**src/rtl/prd_pkg.sv**
```systemverilog
// Package: shared sizing for the periodic rate divider.
// Assumes a 4-bit selector and a 15-bit base count.
package prd_pkg;
    localparam int PRD_CODE_W    = 4;
    localparam int PRD_CNT_W     = 15;
    localparam int PRD_SLOW_ADD  = 7;   // offset applied to remapped codes
    localparam int PRD_REMAP_MAX = 2;   // highest code that is remapped

    // Decoded rate setting handed from decoder to tick stage
    typedef struct packed {
        logic                 active;
        logic [PRD_CNT_W-1:0] mask;
    } prd_rate_t;
endpackage

```
**src/rtl/prd_base_counter.sv**
```systemverilog
// Module: free-running count of base strobes.
// Assumes base_en is a one-cycle strobe in the clk domain; wraps modulo 2^CNT_W.
module prd_base_counter #(
    parameter int CNT_W = prd_pkg::PRD_CNT_W
) (
    input  logic             clk,
    input  logic             rst_n,
    input  logic             base_en,
    output logic [CNT_W-1:0] cnt_q,
    output logic [CNT_W-1:0] cnt_next
);
    // Value the count takes at this edge
    always_comb begin
        cnt_next = base_en ? cnt_q + CNT_W'(1) : cnt_q;
    end

    // Count register, cleared by reset
    always_ff @(posedge clk) begin
        if (!rst_n) cnt_q <= '0;
        else        cnt_q <= cnt_next;
    end
endmodule

```
**src/rtl/prd_rate_decoder.sv**
```systemverilog
// Module: turns the selector and enable into a boundary mask.
// Assumes the selector is sampled combinationally, so changes apply at once.
// Low codes up to REMAP_MAX are shifted up by SLOW_ADD.
module prd_rate_decoder
    import prd_pkg::*;
#(
    parameter int CODE_W    = PRD_CODE_W,
    parameter int CNT_W     = PRD_CNT_W,
    parameter int SLOW_ADD  = PRD_SLOW_ADD,
    parameter int REMAP_MAX = PRD_REMAP_MAX
) (
    input  logic [CODE_W-1:0] rate_code,
    input  logic              irq_enable,
    output prd_rate_t         rate_o
);
    localparam int EFF_W = CODE_W + 1;

    logic [EFF_W-1:0] eff_code;
    logic [EFF_W-1:0] shift_amt;

    // Remap the lowest nonzero codes to slower rates
    always_comb begin
        if (rate_code != '0 && int'(rate_code) <= REMAP_MAX)
            eff_code = EFF_W'(rate_code) + EFF_W'(SLOW_ADD);
        else
            eff_code = EFF_W'(rate_code);
        shift_amt = (eff_code == '0) ? '0 : eff_code - EFF_W'(1);
    end

    // One mask bit per count bit: set below the period exponent
    for (genvar g = 0; g < CNT_W; g++) begin : g_mask
        assign rate_o.mask[g] = (32'(g) < 32'(shift_amt));
    end

    // Tick generation needs a nonzero code and the enable
    assign rate_o.active = irq_enable && (rate_code != '0);
endmodule

```
**src/rtl/prd_tick_gen.sv**
```systemverilog
// Module: registers a one-cycle tick when a strobe lands the count on a boundary.
// Assumes mask holds ones in the bits that must be zero at a boundary.
module prd_tick_gen
    import prd_pkg::*;
#(
    parameter int CNT_W = PRD_CNT_W
) (
    input  logic             clk,
    input  logic             rst_n,
    input  logic             base_en,
    input  logic [CNT_W-1:0] cnt_next,
    input  prd_rate_t        rate_i,
    output logic             tick_q
);
    logic on_boundary;

    // Boundary test on the count value after this strobe
    always_comb begin
        on_boundary = (cnt_next & rate_i.mask) == '0;
    end

    // Tick register
    always_ff @(posedge clk) begin
        if (!rst_n) tick_q <= 1'b0;
        else        tick_q <= base_en && rate_i.active && on_boundary;
    end
endmodule

```
**src/rtl/periodic_rate_divider.sv**
```systemverilog
// Module: top of the periodic interrupt rate divider.
// Assumes base_en is synchronous to clk and no wider than one cycle.
// Output tick lags the qualifying strobe by one cycle.
module periodic_rate_divider
    import prd_pkg::*;
#(
    parameter int CODE_W    = PRD_CODE_W,
    parameter int CNT_W     = PRD_CNT_W,
    parameter int SLOW_ADD  = PRD_SLOW_ADD,
    parameter int REMAP_MAX = PRD_REMAP_MAX
) (
    input  logic              clk,
    input  logic              rst_n,
    input  logic              base_en,
    input  logic [CODE_W-1:0] rate_code,
    input  logic              irq_enable,
    output logic              tick_o
);
    logic [CNT_W-1:0] cnt_q;
    logic [CNT_W-1:0] cnt_next;
    prd_rate_t        rate;

    prd_base_counter #(.CNT_W(CNT_W)) u_cnt (
        .clk      (clk),
        .rst_n    (rst_n),
        .base_en  (base_en),
        .cnt_q    (cnt_q),
        .cnt_next (cnt_next)
    );

    prd_rate_decoder #(
        .CODE_W    (CODE_W),
        .CNT_W     (CNT_W),
        .SLOW_ADD  (SLOW_ADD),
        .REMAP_MAX (REMAP_MAX)
    ) u_dec (
        .rate_code  (rate_code),
        .irq_enable (irq_enable),
        .rate_o     (rate)
    );

    prd_tick_gen #(.CNT_W(CNT_W)) u_tick (
        .clk      (clk),
        .rst_n    (rst_n),
        .base_en  (base_en),
        .cnt_next (cnt_next),
        .rate_i   (rate),
        .tick_q   (tick_o)
    );
endmodule

```
**config.mk**
```make
export PLATFORM = sky130hd
export DESIGN_NAME = periodic_rate_divider
export DESIGN_NICKNAME = d
export VERILOG_FILES = /design/src/rtl/prd_pkg.sv /design/src/rtl/prd_base_counter.sv /design/src/rtl/prd_rate_decoder.sv /design/src/rtl/prd_tick_gen.sv /design/src/rtl/periodic_rate_divider.sv
export SDC_FILE = /design/constraint.sdc
export NUM_CORES = 1
export LEC_CHECK = 0
export BUFFER_PORTS_ARGS = -buffer_cell sky130_fd_sc_hd__buf_4
export CAP_MARGIN = 0
export CORE_MARGIN = 1.5
export CORE_UTILIZATION = 64
export CTS_BUF_LIST = sky130_fd_sc_hd__clkbuf_4 sky130_fd_sc_hd__clkbuf_8 sky130_fd_sc_hd__clkbuf_16
export DETAILED_ROUTE_END_ITERATION = 10
export PLACE_DENSITY = 0.87
export SLEW_MARGIN = 20
export SYNTH_ARGS = -nofsm -noshare
export SYNTH_HDL_FRONTEND = slang
export SYNTH_HIERARCHICAL = 1
export SYNTH_SLANG_ARGS = --single-unit
export TNS_END_PERCENT = 20
```
**constraint.sdc**
```tcl
create_clock -name clk -period 5.2 [get_ports clk]
set_input_delay 0 -clock clk [delete_from_list [all_inputs] [get_ports clk]]
set_output_delay 0 -clock clk [all_outputs]
set_load 0.02 [all_outputs]
```
==> flow_metrics.py, run 1 <==
metrics = {
    "setup_path": {
        "start_kind": "input pin",
        "r2r_cells": 7,
        "worstSetupEndpointType": "register",
        "r2r_setup_slack_ns": 3.10,
        "slowest_delay_ns": 0.50,
        "cp_slowest_cell": "ha_1",
        "cp.depth": 13,
        "rr_endpoint": "u_tick/tick_q",
        "rr_startpoint": "u_cnt/cnt_q[0]",
        "worstPathRequired_ns": 5.42,
        "arrival_ns": 2.93,
        "worstSetupPathType": "input pin to register",
        "crit_fanout": 12,
        "crit_family": "compound AO/OA/AOI/OAI gates",
        "cp_num_buf_inv": 3,
        "path_cells": "buf_4 > inv_1 > ha_1 > nor3_2 > o21ai_0 > xnor2_1 > inv_1 > ha_1 > a21o_1 > o311ai_1 > a222oi_1 > nand3_1 > nor3_2",
    },
    "die": {
        "rows": 16,
        "initial_core_util": 0.698,
        "dieWidth_um": 50.0,
        "die-height_um": 50.0,
        "fp.dieArea_um2": 2500,
        "core_um2": 2020,
        "ios": 9,
    },
    "timing": {
        "skew_ns": 0.000903,
        "slew_viol_final": 0,
        "rsz0062_at_grt": "no",
        "hold_viol": 0,
        "fmax_mhz": 369,
        "timing.final.crit_share": 0.521,
        "worst_pin_slew_ns": 0.396,
        "period_minus_slack_ns": 2.71,
        "setup_ws_ns": 2.49,
        "setup_tns_ns": 0,
        "slew_headroom": 0.734,
        "finalSetupViolations": 0,
        "fin_hold_ws_ns": 0.0483,
    },
    "synth": {
        "ys_types": 48,
        "syn_nets": 182,
        "syn_area_per_cell_um2": 8.30,
        "syn_inst": 170,
        "synth_ff_type": "dfxtp_1",
        "synth-warning-count": 6,
        "syn-cell-area_um2": 1410,
        "async_reset_ff_frac": 0,
        "synth-seq-cells": 16,
        "yosysSeqAreaShare": 0.227,
        "synth-edff-count": 0,
    },
    "placement": {
        "dpl.hpwl_um": 2310,
        "io_buffers": 8,
        "place_congestion": 0.890,
        "dp_slack_ns": 2.32,
    },
    "clocking": {
        "ctsHoldBuffers": 0,
        "post-cts-setup-buffers": 0,
        "clk_path_buf_depth": 2,
        "clkLatencyLatePin_ns": 0.28,
        "clk_pin_slew_ns": 0.08,
        "cts_sinks": 16,
        "post_cts_resized": 0,
        "htreeDepth": 1,
        "cts_tree": "yes",
        "cts_buffers": 3,
        "cts-root-buf": "clkbuf_4",
    },
    "power_and_ir_drop": {
        "leakage_nw": 0.626,
        "power_mw": 0.256,
        "powerDensity_nw_per_um2": 173,
        "vdd_drop_max_mv": 0.142,
    },
    "detailed_routing": {
        "drt_iter0_drc": 71,
        "route.vias.total": 1315,
        "vias_per_cell": 6.58,
        "remaining_drc_errors": 0,
        "drt-total-wl_um": 3010,
        "drt_first_pass_iters": 6,
        "wl_per_cell_um": 15.1,
        "antenna_left": 0,
    },
    "global_route": {
        "grt_max_degree": 24,
        "overflow": 0,
        "grt_antenna_before_repair": 0,
        "grt_first_pass_wirelength_um": 5260,
        "grt_pass1_vias": 1233,
        "grt_usage": 0.275,
    },
    "layout": {
        "fillers": 159,
        "finish.net_count": 187,
        "mostFrequentLayoutCells": "22 x nand2_1, 16 x dfxtp_1, 9 x xor2_1, 9 x nand2b_1, 9 x mux2i_1",
        "area_growth_pct": 5.05,
        "n_antenna_cell": 0,
        "mostFrequentLayoutCell": "nand2_1",
        "drive_above_1_share": 0.168,
    },
    "run_status": {
        "outcome": "finished, final reports clean",
    },
    "min_path": {
        "hold_path_depth": 3,
        "hp-class": "input pin to register",
        "holdPathEnd": "u_tick/tick_q",
        "hp-start": "base_en",
    },
    "run": {
        "maxCapViolCount": 0,
    },
}
## worst min-delay path, cell delays in order
cell and delay [ns]:
buf_4 0.15, nand3_1 0.11, nor3_2 0.04
## how the worst max path moves through the flow
stage / startpoint / end / slack, ns
floorplan: rate_code[0] / u_tick/tick_q / 2.69
finish: rate_code[0] / u_tick/tick_q / 2.49
global placement: rate_code[0] / u_tick/tick_q / 2.51
global route: rate_code[0] / u_tick/tick_q / 2.27
CTS: rate_code[0] / u_tick/tick_q / 2.61
detailed placement: rate_code[0] / u_tick/tick_q / 2.32
## per-stage QoR
| step | instances | util | cell area [um^2] |
|---|---|---|---|
| after global placement | 197 | 0.722 | 1460 |
| after floorplan | 170 | - | 1410 |
| after CTS | 200 | 0.733 | 1480 |
| after global routing | 200 | 0.733 | 1480 |
| final | 200 | 0.733 | 1480 |
| after detailed placement | 197 | 0.722 | 1460 |
## sequential cells by signal (all words and copies together) (netlist names)
name	cells
u_tick/tick_q	1
u_cnt/cnt_q	15
## where the power goes
group | internal (mW) | switching, mW
Clock | 0.0269 | 0.0367
Sequential | 0.124 | 0.00244
Combinational | 0.0267 | 0.0392
## synthesized netlist by cell type, types with 2 or more instances
| library cell | count | area, um^2 |
|---|---|---|
| nor3_1 | 3 | 15.0 |
| nand2_1 | 22 | 82.6 |
| nor3_2 | 5 | 50.1 |
| o21ai_0 | 4 | 20.0 |
| nand3_1 | 7 | 35.0 |
| nor2_1 | 6 | 22.5 |
| nand2b_1 | 9 | 56.3 |
| a211o_1 | 2 | 17.5 |
| a22oi_1 | 6 | 45.0 |
| nand4_1 | 4 | 25.0 |
| a21oi_1 | 5 | 25.0 |
| xor2_1 | 9 | 78.8 |
| or2_1 | 2 | 12.5 |
| and2_1 | 5 | 31.3 |
| nor4_2 | 3 | 37.5 |
| or3_1 | 2 | 12.5 |
| ha_1 | 4 | 50.1 |
| dfxtp_1 | 16 | 320 |
| inv_1 | 6 | 22.5 |
| mux2i_1 | 9 | 90.1 |
| nor4_4 | 2 | 42.5 |
| buf_6 | 2 | 22.5 |
| clkbuf_1 | 5 | 18.8 |
| o41ai_1 | 2 | 17.5 |
| o21ai_1 | 4 | 20.0 |
| xnor2_1 | 4 | 35.0 |
## per-layer routing
metal	vias up	track usage	wire length (um)	part of all wire
met2	61	0.476	1460	0.49
li1	625	-	-	-
met4	0	0.102	59	0.020
met5	-	0	0	0
met3	12	0.0788	232	0.077
met1	617	0.319	1260	0.42
## logic make-up (layout without fill, tap and decap cells)
| family | Yosys count | after routing | share of synthesized area |
|---|---|---|---|
| and+or+nand+nor | 80 | 80 | 0.371 |
| AOI/OAI and AO/OA | 33 | 33 | 0.166 |
| DFF | 16 | 16 | 0.227 |
| buffers and inverters | 14 | 17 | 0.0479 |
| xor gates and xnor gates | 13 | 13 | 0.0807 |
| muxes | 10 | 10 | 0.0718 |
| adders and majority gates | 4 | 4 | 0.0355 |
## final cells by class
| cell class | instances | area (um^2) | share of cell area |
|---|---|---|---|
| clock buffer | 3 | 22.5 | 0.0152 |
| inverter | 6 | 22.5 | 0.0152 |
| sequential | 16 | 320 | 0.216 |
| multi-input combinational | 140 | 1020 | 0.690 |
| timing repair buffer | 8 | 60.1 | 0.0405 |
| tap | 27 | 33.8 | 0.0228 |
(Power assumes the default switching activity.)
==> run 2, diff against run 1 <==
- ABC_AREA: default -> 1
- CORE_UTILIZATION: 64 -> 59
- PLACE_DENSITY: 0.87 -> 0.82
- clock period: 5.2 -> 2.54 ns (I/O delays scaled with it)
==> flow_metrics.py, run 2 <==
metrics = {
    "timing": {
        "fin_hold_ws_ns": 0.0415,
        "setup_ws_ns": 0.783,
        "worst_pin_slew_ns": 0.511,
        "slew_viol_final": 0,
        "slew_headroom": 0.659,
        "hold_viol": 0,
        "finalSetupViolations": 0,
        "timing.final.crit_share": 0.692,
        "period_minus_slack_ns": 1.76,
        "rsz0062_at_grt": "no",
        "skew_ns": 0.00527,
        "setup_tns_ns": 0,
        "fmax_mhz": 569,
    },
    "global_route": {
        "grt_antenna_before_repair": 0,
        "grt_first_pass_wirelength_um": 4840,
        "grt_usage": 0.244,
        "overflow": 0,
        "grt_pass1_vias": 1210,
        "grt_max_degree": 16,
    },
    "synth": {
        "synth_adder_area_share": 0.0374,
        "synth_ff_type": "dfxtp_1",
        "syn_nets": 230,
        "synthSimpleGateAreaFrac": 0.514,
        "ys_types": 29,
        "ys_top_cells_by_count": "69 x nand2_1, 33 x inv_1, 19 x nor2_1",
        "yosys-top-cells-area": "dfxtp_1 24%, nand2_1 19%, inv_1 9.3%, nand3_1 5.6%, nor2_1 5.3%",
        "syn_area_per_cell_um2": 6.14,
        "syn_inst": 218,
        "syn-cell-area_um2": 1340,
        "synth_top_family_by_area": "simple AND/OR/NAND/NOR gates",
        "yosysSeqAreaShare": 0.239,
        "synth_mux_area_frac": 0,
        "synth-seq-cells": 16,
        "async_reset_ff_frac": 0,
        "synth-warning-count": 6,
        "synth_compound_area_frac": 0.0870,
        "synth_top_area_cell": "dfxtp_1",
        "synthDominantCellAreaShare": 0.239,
        "synth_xor_area_frac": 0.0196,
        "synth-edff-count": 0,
        "synth.most_common_cell": "nand2_1",
    },
    "clocking": {
        "cts_buffers": 3,
        "clkLatencyLatePin_ns": 0.28,
        "cts-root-buf": "clkbuf_4",
        "htreeDepth": 1,
        "clk_pin_slew_ns": 0.09,
        "cts_sinks": 16,
        "ctsHoldBuffers": 0,
        "post-cts-setup-buffers": 0,
        "post_cts_resized": 0,
        "clk_path_buf_depth": 2,
        "cts_tree": "yes",
    },
    "power_and_ir_drop": {
        "vdd_drop_max_mv": 0.335,
        "leakage_nw": 0.747,
        "power_mw": 0.551,
        "powerDensity_nw_per_um2": 376,
    },
    "layout": {
        "top_regs": "u_cnt/cnt_q: 15 flops, u_tick/tick_q: 1 flops",
        "finish.net_count": 242,
        "mostFrequentLayoutCells": "69 x nand2_1, 33 x inv_1, 19 x nor2_1",
        "drive_above_1_share": 0.210,
        "area_growth_pct": 9.54,
        "n_antenna_cell": 0,
        "mostFrequentLayoutCell": "nand2_1",
        "fillers": 190,
        "largest_register": "u_cnt/cnt_q",
        "largest_register_ffs": 15,
        "layout.cells.non_filler": 257,
    },
    "die": {
        "rows": 17,
        "core_um2": 2170,
        "dieWidth_um": 50.6,
        "fp.dieArea_um2": 2560,
        "die-height_um": 50.6,
        "ios": 9,
        "initial_core_util": 0.616,
    },
    "detailed_routing": {
        "wl_per_cell_um": 11.0,
        "antenna_left": 0,
        "remaining_drc_errors": 0,
        "drt_first_pass_iters": 4,
        "drt-total-wl_um": 2830,
        "drt_iter0_drc": 63,
        "vias_per_cell": 5.30,
        "route.vias.total": 1362,
    },
    "setup_path": {
        "rr_endpoint": "u_tick/tick_q",
        "r2r_setup_slack_ns": 0.81,
        "start_kind": "input pin",
        "r2r_cells": 11,
        "crit_fanout": 4,
        "rr_startpoint": "u_cnt/cnt_q[0]",
        "worstSetupEndpointType": "register",
        "worstPathRequired_ns": 2.73,
        "worstSetupPathType": "input pin to register",
        "arrival_ns": 1.94,
    },
    "run_status": {
        "outcome": "finished, final reports clean",
    },
    "placement": {
        "place_inst": 253,
        "io_buffers": 8,
        "dp_slack_ns": 0.504,
        "place_congestion": 0.908,
        "dpl.hpwl_um": 2320,
    },
    "min_path": {
        "hp-start": "base_en",
        "hp-class": "input pin to register",
        "holdPathEnd": "u_cnt/cnt_q[1]",
        "hold_path_depth": 3,
    },
    "run": {
        "maxCapViolCount": 0,
    },
}
-- run 2: cell count changes in the layout (fill, tap and decap cells not counted), moves of 6 or more --
cell,previous run,this run
a22oi_1,6,0
nor2_2,0,8
mux2i_1,9,0
xor2_1,9,3
nand2_2,0,11
nand2b_1,9,0
nand2_1,22,69
nor2_1,6,19
nand3_1,7,15
inv_1,6,33
-- run 2: how the worst max path moves through the flow --
| stage | start | end | slack, ns | cells past startpoint |
|---|---|---|---|---|
| 4_1_cts | u_cnt/cnt_q[0] | u_tick/tick_q | 0.81 | 11 |
| 6_report | rate_code[0] | u_tick/tick_q | 0.78 | 21 |
| 3_5_place_dp | rate_code[0] | u_tick/tick_q | 0.50 | 21 |
| 5_1_grt | rate_code[0] | u_tick/tick_q | 0.55 | 21 |
| 2_1_floorplan | rate_code[0] | u_tick/tick_q | 0.84 | 19 |
| 3_3_place_gp | rate_code[0] | u_tick/tick_q | 0.68 | 21 |
-- run 2: final cells by class --
class | instances | area, um^2 | share of cell area
multi-input combinational | 166 | 880 | 0.600
sequential | 16 | 320 | 0.219
inverter | 35 | 134 | 0.0914
timing repair buffer | 8 | 60.1 | 0.0410
clock buffer | 4 | 36.3 | 0.0248
tap | 28 | 35.0 | 0.0239
-- run 2: stage by stage --
| step | utilization | cell area, um^2 |
|---|---|---|
| 2_1_floorplan | - | 1340 |
| 3_3_place_gp | 0.659 | 1430 |
| 3_5_place_dp | 0.659 | 1430 |
| 4_1_cts | 0.675 | 1470 |
| 5_1_grt | 0.675 | 1470 |
| 6_report | 0.675 | 1470 |
-- run 2: per-layer routing --
metal	routed length [um]	vias up	global-route usage
met2	1350	46	0.410
met5	0	-	0
met3	132	11	0.0417
li1	-	708	-
met4	93	0	0.113
met1	1250	597	0.302
-- run 2: cell families after synthesis --
| kind of cell | count (synthesis) |
|---|---|
| adders and majority gates | 4 |
| AOI/OAI and AO/OA | 18 |
| and+or+nand+nor | 141 |
| xor gates and xnor gates | 3 |
| buffers and inverters | 36 |
| DFF | 16 |
-- run 2: power by group --
part	switching [mW]	internal (mW)	total, mW
clock	0.0778	0.0871	0.165
sequential	0.00250	0.254	0.256
combinational	0.0843	0.0455	0.130
total	0.165	0.387	0.551
-- run 2: critical path: stages --
cell	delay (ns)
buf_4	0.11
inv_1	0.10
ha_1	0.16
inv_1	0.04
nand2_1	0.13
nand3_1	0.10
nand2_1	0.09
nand2_2	0.09
ha_1	0.32
inv_1	0.10
nand2_1	0.09
inv_1	0.09
nand2_2	0.08
nand2_1	0.06
nand2_1	0.05
nor2_2	0.07
nand2_1	0.05
nand2_1	0.06
nor2_1	0.04
nand3_1	0.07
nor2_1	0.04
==> run 3, diff against run 2 <==
- CORE_UTILIZATION: 59 -> 54
- PLACE_DENSITY: 0.82 -> 0.79
- clock period: 2.54 -> 1.54 ns (I/O delays scaled with it)
==> flow_metrics.py, run 3 (same netlist as run 2, synthesis figures left out) <==
metrics = {
    "setup_path": {
        "arrival_ns": 1.79,
        "worstPathRequired_ns": 1.78,
        "rr_startpoint": "u_cnt/cnt_q[0]",
        "crit_path_start": "u_cnt/cnt_q[0]",
        "cp_slowest_cell": "dfxtp_4",
        "start_kind": "register",
        "slowest_delay_ns": 0.37,
        "r2r_cells": 11,
        "endpoint": "u_tick/tick_q",
        "r2r_setup_slack_ns": -0.02,
        "crit_path_frequent_cell": "nand2_1",
        "path_cells": "ha_4 > nand3_4 > nor2_4 > nand2_1 > xor2_1 > inv_1 > nand2_1 > nand2_1 > nor2_1 > nand3_1 > nor2_1",
        "crit_fanout": 5,
        "worstSetupEndpointType": "register",
        "worstSetupPathType": "register to register",
        "rr_endpoint": "u_tick/tick_q",
    },
    "power_and_ir_drop": {
        "power_mw": 1.03,
        "powerDensity_nw_per_um2": 557,
        "clkPwrFrac": 0.268,
        "combPwrFrac": 0.322,
        "p_sw_mw": 0.329,
        "power_frac_seq": 0.409,
        "leakage_nw": 0.896,
        "vdd_drop_max_mv": 0.655,
        "p_sw_frac": 0.318,
        "p_int_mw": 0.705,
    },
    "timing": {
        "slew_headroom": 0.670,
        "timing.final.crit_share": 1.01,
        "hold_viol": 0,
        "skew_ns": 0.00923,
        "period_minus_slack_ns": 1.56,
        "setup_ws_ns": -0.0178,
        "worst_pin_slew_ns": 0.494,
        "fin_hold_ws_ns": 0.0737,
        "setup_tns_ns": -0.0178,
        "finalSetupViolations": 1,
        "rsz0062_at_grt": "yes",
        "slew_viol_final": 0,
        "fmax_mhz": 642,
    },
    "clocking": {
        "clkLatencyLatePin_ns": 0.29,
        "cts_buffers": 3,
        "cts-root-buf": "clkbuf_4",
        "htreeDepth": 1,
        "clk_path_buf_depth": 2,
        "cts_sinks": 16,
        "cts_tree": "yes",
        "clk_pin_slew_ns": 0.10,
    },
    "die": {
        "ios": 9,
        "dieWidth_um": 52.8,
        "die-height_um": 52.8,
        "rows": 17,
        "core_um2": 2280,
        "fp.dieArea_um2": 2780,
        "initial_core_util": 0.588,
    },
    "placement": {
        "placed_area_um2": 1600,
        "dpl.hpwl_um": 2610,
        "io_buffers": 8,
        "place_congestion": 0.902,
    },
    "detailed_routing": {
        "drt_first_pass_iters": 5,
        "route.vias.total": 1551,
        "remaining_drc_errors": 0,
        "drt_iter0_drc": 54,
        "wl_per_cell_um": 13.1,
        "drt-total-wl_um": 3730,
        "vias_per_cell": 5.44,
        "antenna_left": 0,
    },
    "layout": {
        "top_regs": "u_cnt/cnt_q: 15 flops, u_tick/tick_q: 1 flops",
        "final_area_um2": 1850,
        "mostFrequentLayoutCells": "60 x nand2_1, 32 x buf_4, 26 x inv_1",
        "fillers": 151,
        "largest_register_ffs": 15,
        "largest_register": "u_cnt/cnt_q",
        "area_growth_pct": 38.6,
        "n_antenna_cell": 0,
        "mostFrequentLayoutCell": "nand2_1",
        "drive_above_1_share": 0.428,
        "finish.net_count": 270,
    },
    "run_status": {
        "violations": "setup timing",
        "outcome": "finished, violations left",
    },
    "global_route": {
        "grt_antenna_before_repair": 0,
        "overflow": 0,
        "grt_first_pass_wirelength_um": 5500,
        "grt_max_degree": 16,
        "grt_pass1_vias": 1395,
        "grt_usage": 0.265,
    },
    "run": {
        "maxCapViolCount": 0,
    },
    "min_path": {
        "hp-class": "input pin to register",
    },
}
## run 3: cell count changes in the layout (fill, tap and decap cells not counted), sizes merged
cell  previous run  this run
buf              8        36
## run 3: how the worst min path moves through the flow
stage	start	end	cells after the start	slack, ns
4_1_cts	base_en	u_cnt/cnt_q[1]	3	0.04
2_1_floorplan	base_en	u_cnt/cnt_q[1]	2	0.16
6_report	base_en	u_cnt/cnt_q[1]	3	0.07
3_3_place_gp	base_en	u_cnt/cnt_q[1]	3	0.33
3_5_place_dp	base_en	u_cnt/cnt_q[1]	3	0.34
5_1_grt	base_en	u_cnt/cnt_q[1]	3	0.08
## run 3: repair_timing
item	4_1_cts	5_1_grt
setup endpoints to repair	1	1
pin swaps	5	22
hold endpoints to repair	0	0
resized for setup	11	34
setup buffers	3	5
hold buffers	0	0
cloned	0	0
## run 3: final cells by class
cell class / count / area, um^2 / share of cell area
Inverter: 35 / 136 / 0.0735
Tap cell: 28 / 35.0 / 0.0189
Clock buffer: 4 / 36.3 / 0.0196
Multi-Input combinational cell: 166 / 1030 / 0.554
Timing Repair Buffer: 36 / 285 / 0.154
Sequential cell: 16 / 334 / 0.180
## run 3: per-layer routing
metal  part of all wire  routed length, um  GRT usage
met2               0.51               1910      0.488
met3              0.045                169     0.0314
met4              0.025                 94     0.0855
met1               0.42               1560      0.315
met5                  0                  0          0
## run 3: critical path, delay by kind of cell, from the launching register on
| family | cells | cell delay [ns] |
|---|---|---|
| XOR/XNOR | 1 | 0.18 |
| adder cells (fa/ha/maj) | 1 | 0.15 |
| buffers and inverters | 1 | 0.07 |
| flip-flops | 1 | 0.37 |
| AND/OR/NAND/NOR | 8 | 0.73 |
## run 3: power by group through the flow
stage          logic, mW  clock network, mW  registers, mW
2_1_floorplan      0.171                  0          0.433
3_3_place_gp       0.268                  0          0.432
3_5_place_dp       0.278                  0          0.432
4_1_cts            0.283              0.281          0.425
5_1_grt            0.360              0.294          0.424
6_report           0.333              0.278          0.423
## run 3: stage by stage
stage / setup slack [ns] / utilization / cells
global placement: -0.165 / 0.703 / 273
detailed placement: -0.215 / 0.703 / 273
finish: -0.0178 / 0.815 / 285
CTS: 0.000427 / 0.749 / 280
floorplan: 0.00907 / - / 218
global route: -0.0638 / 0.815 / 285
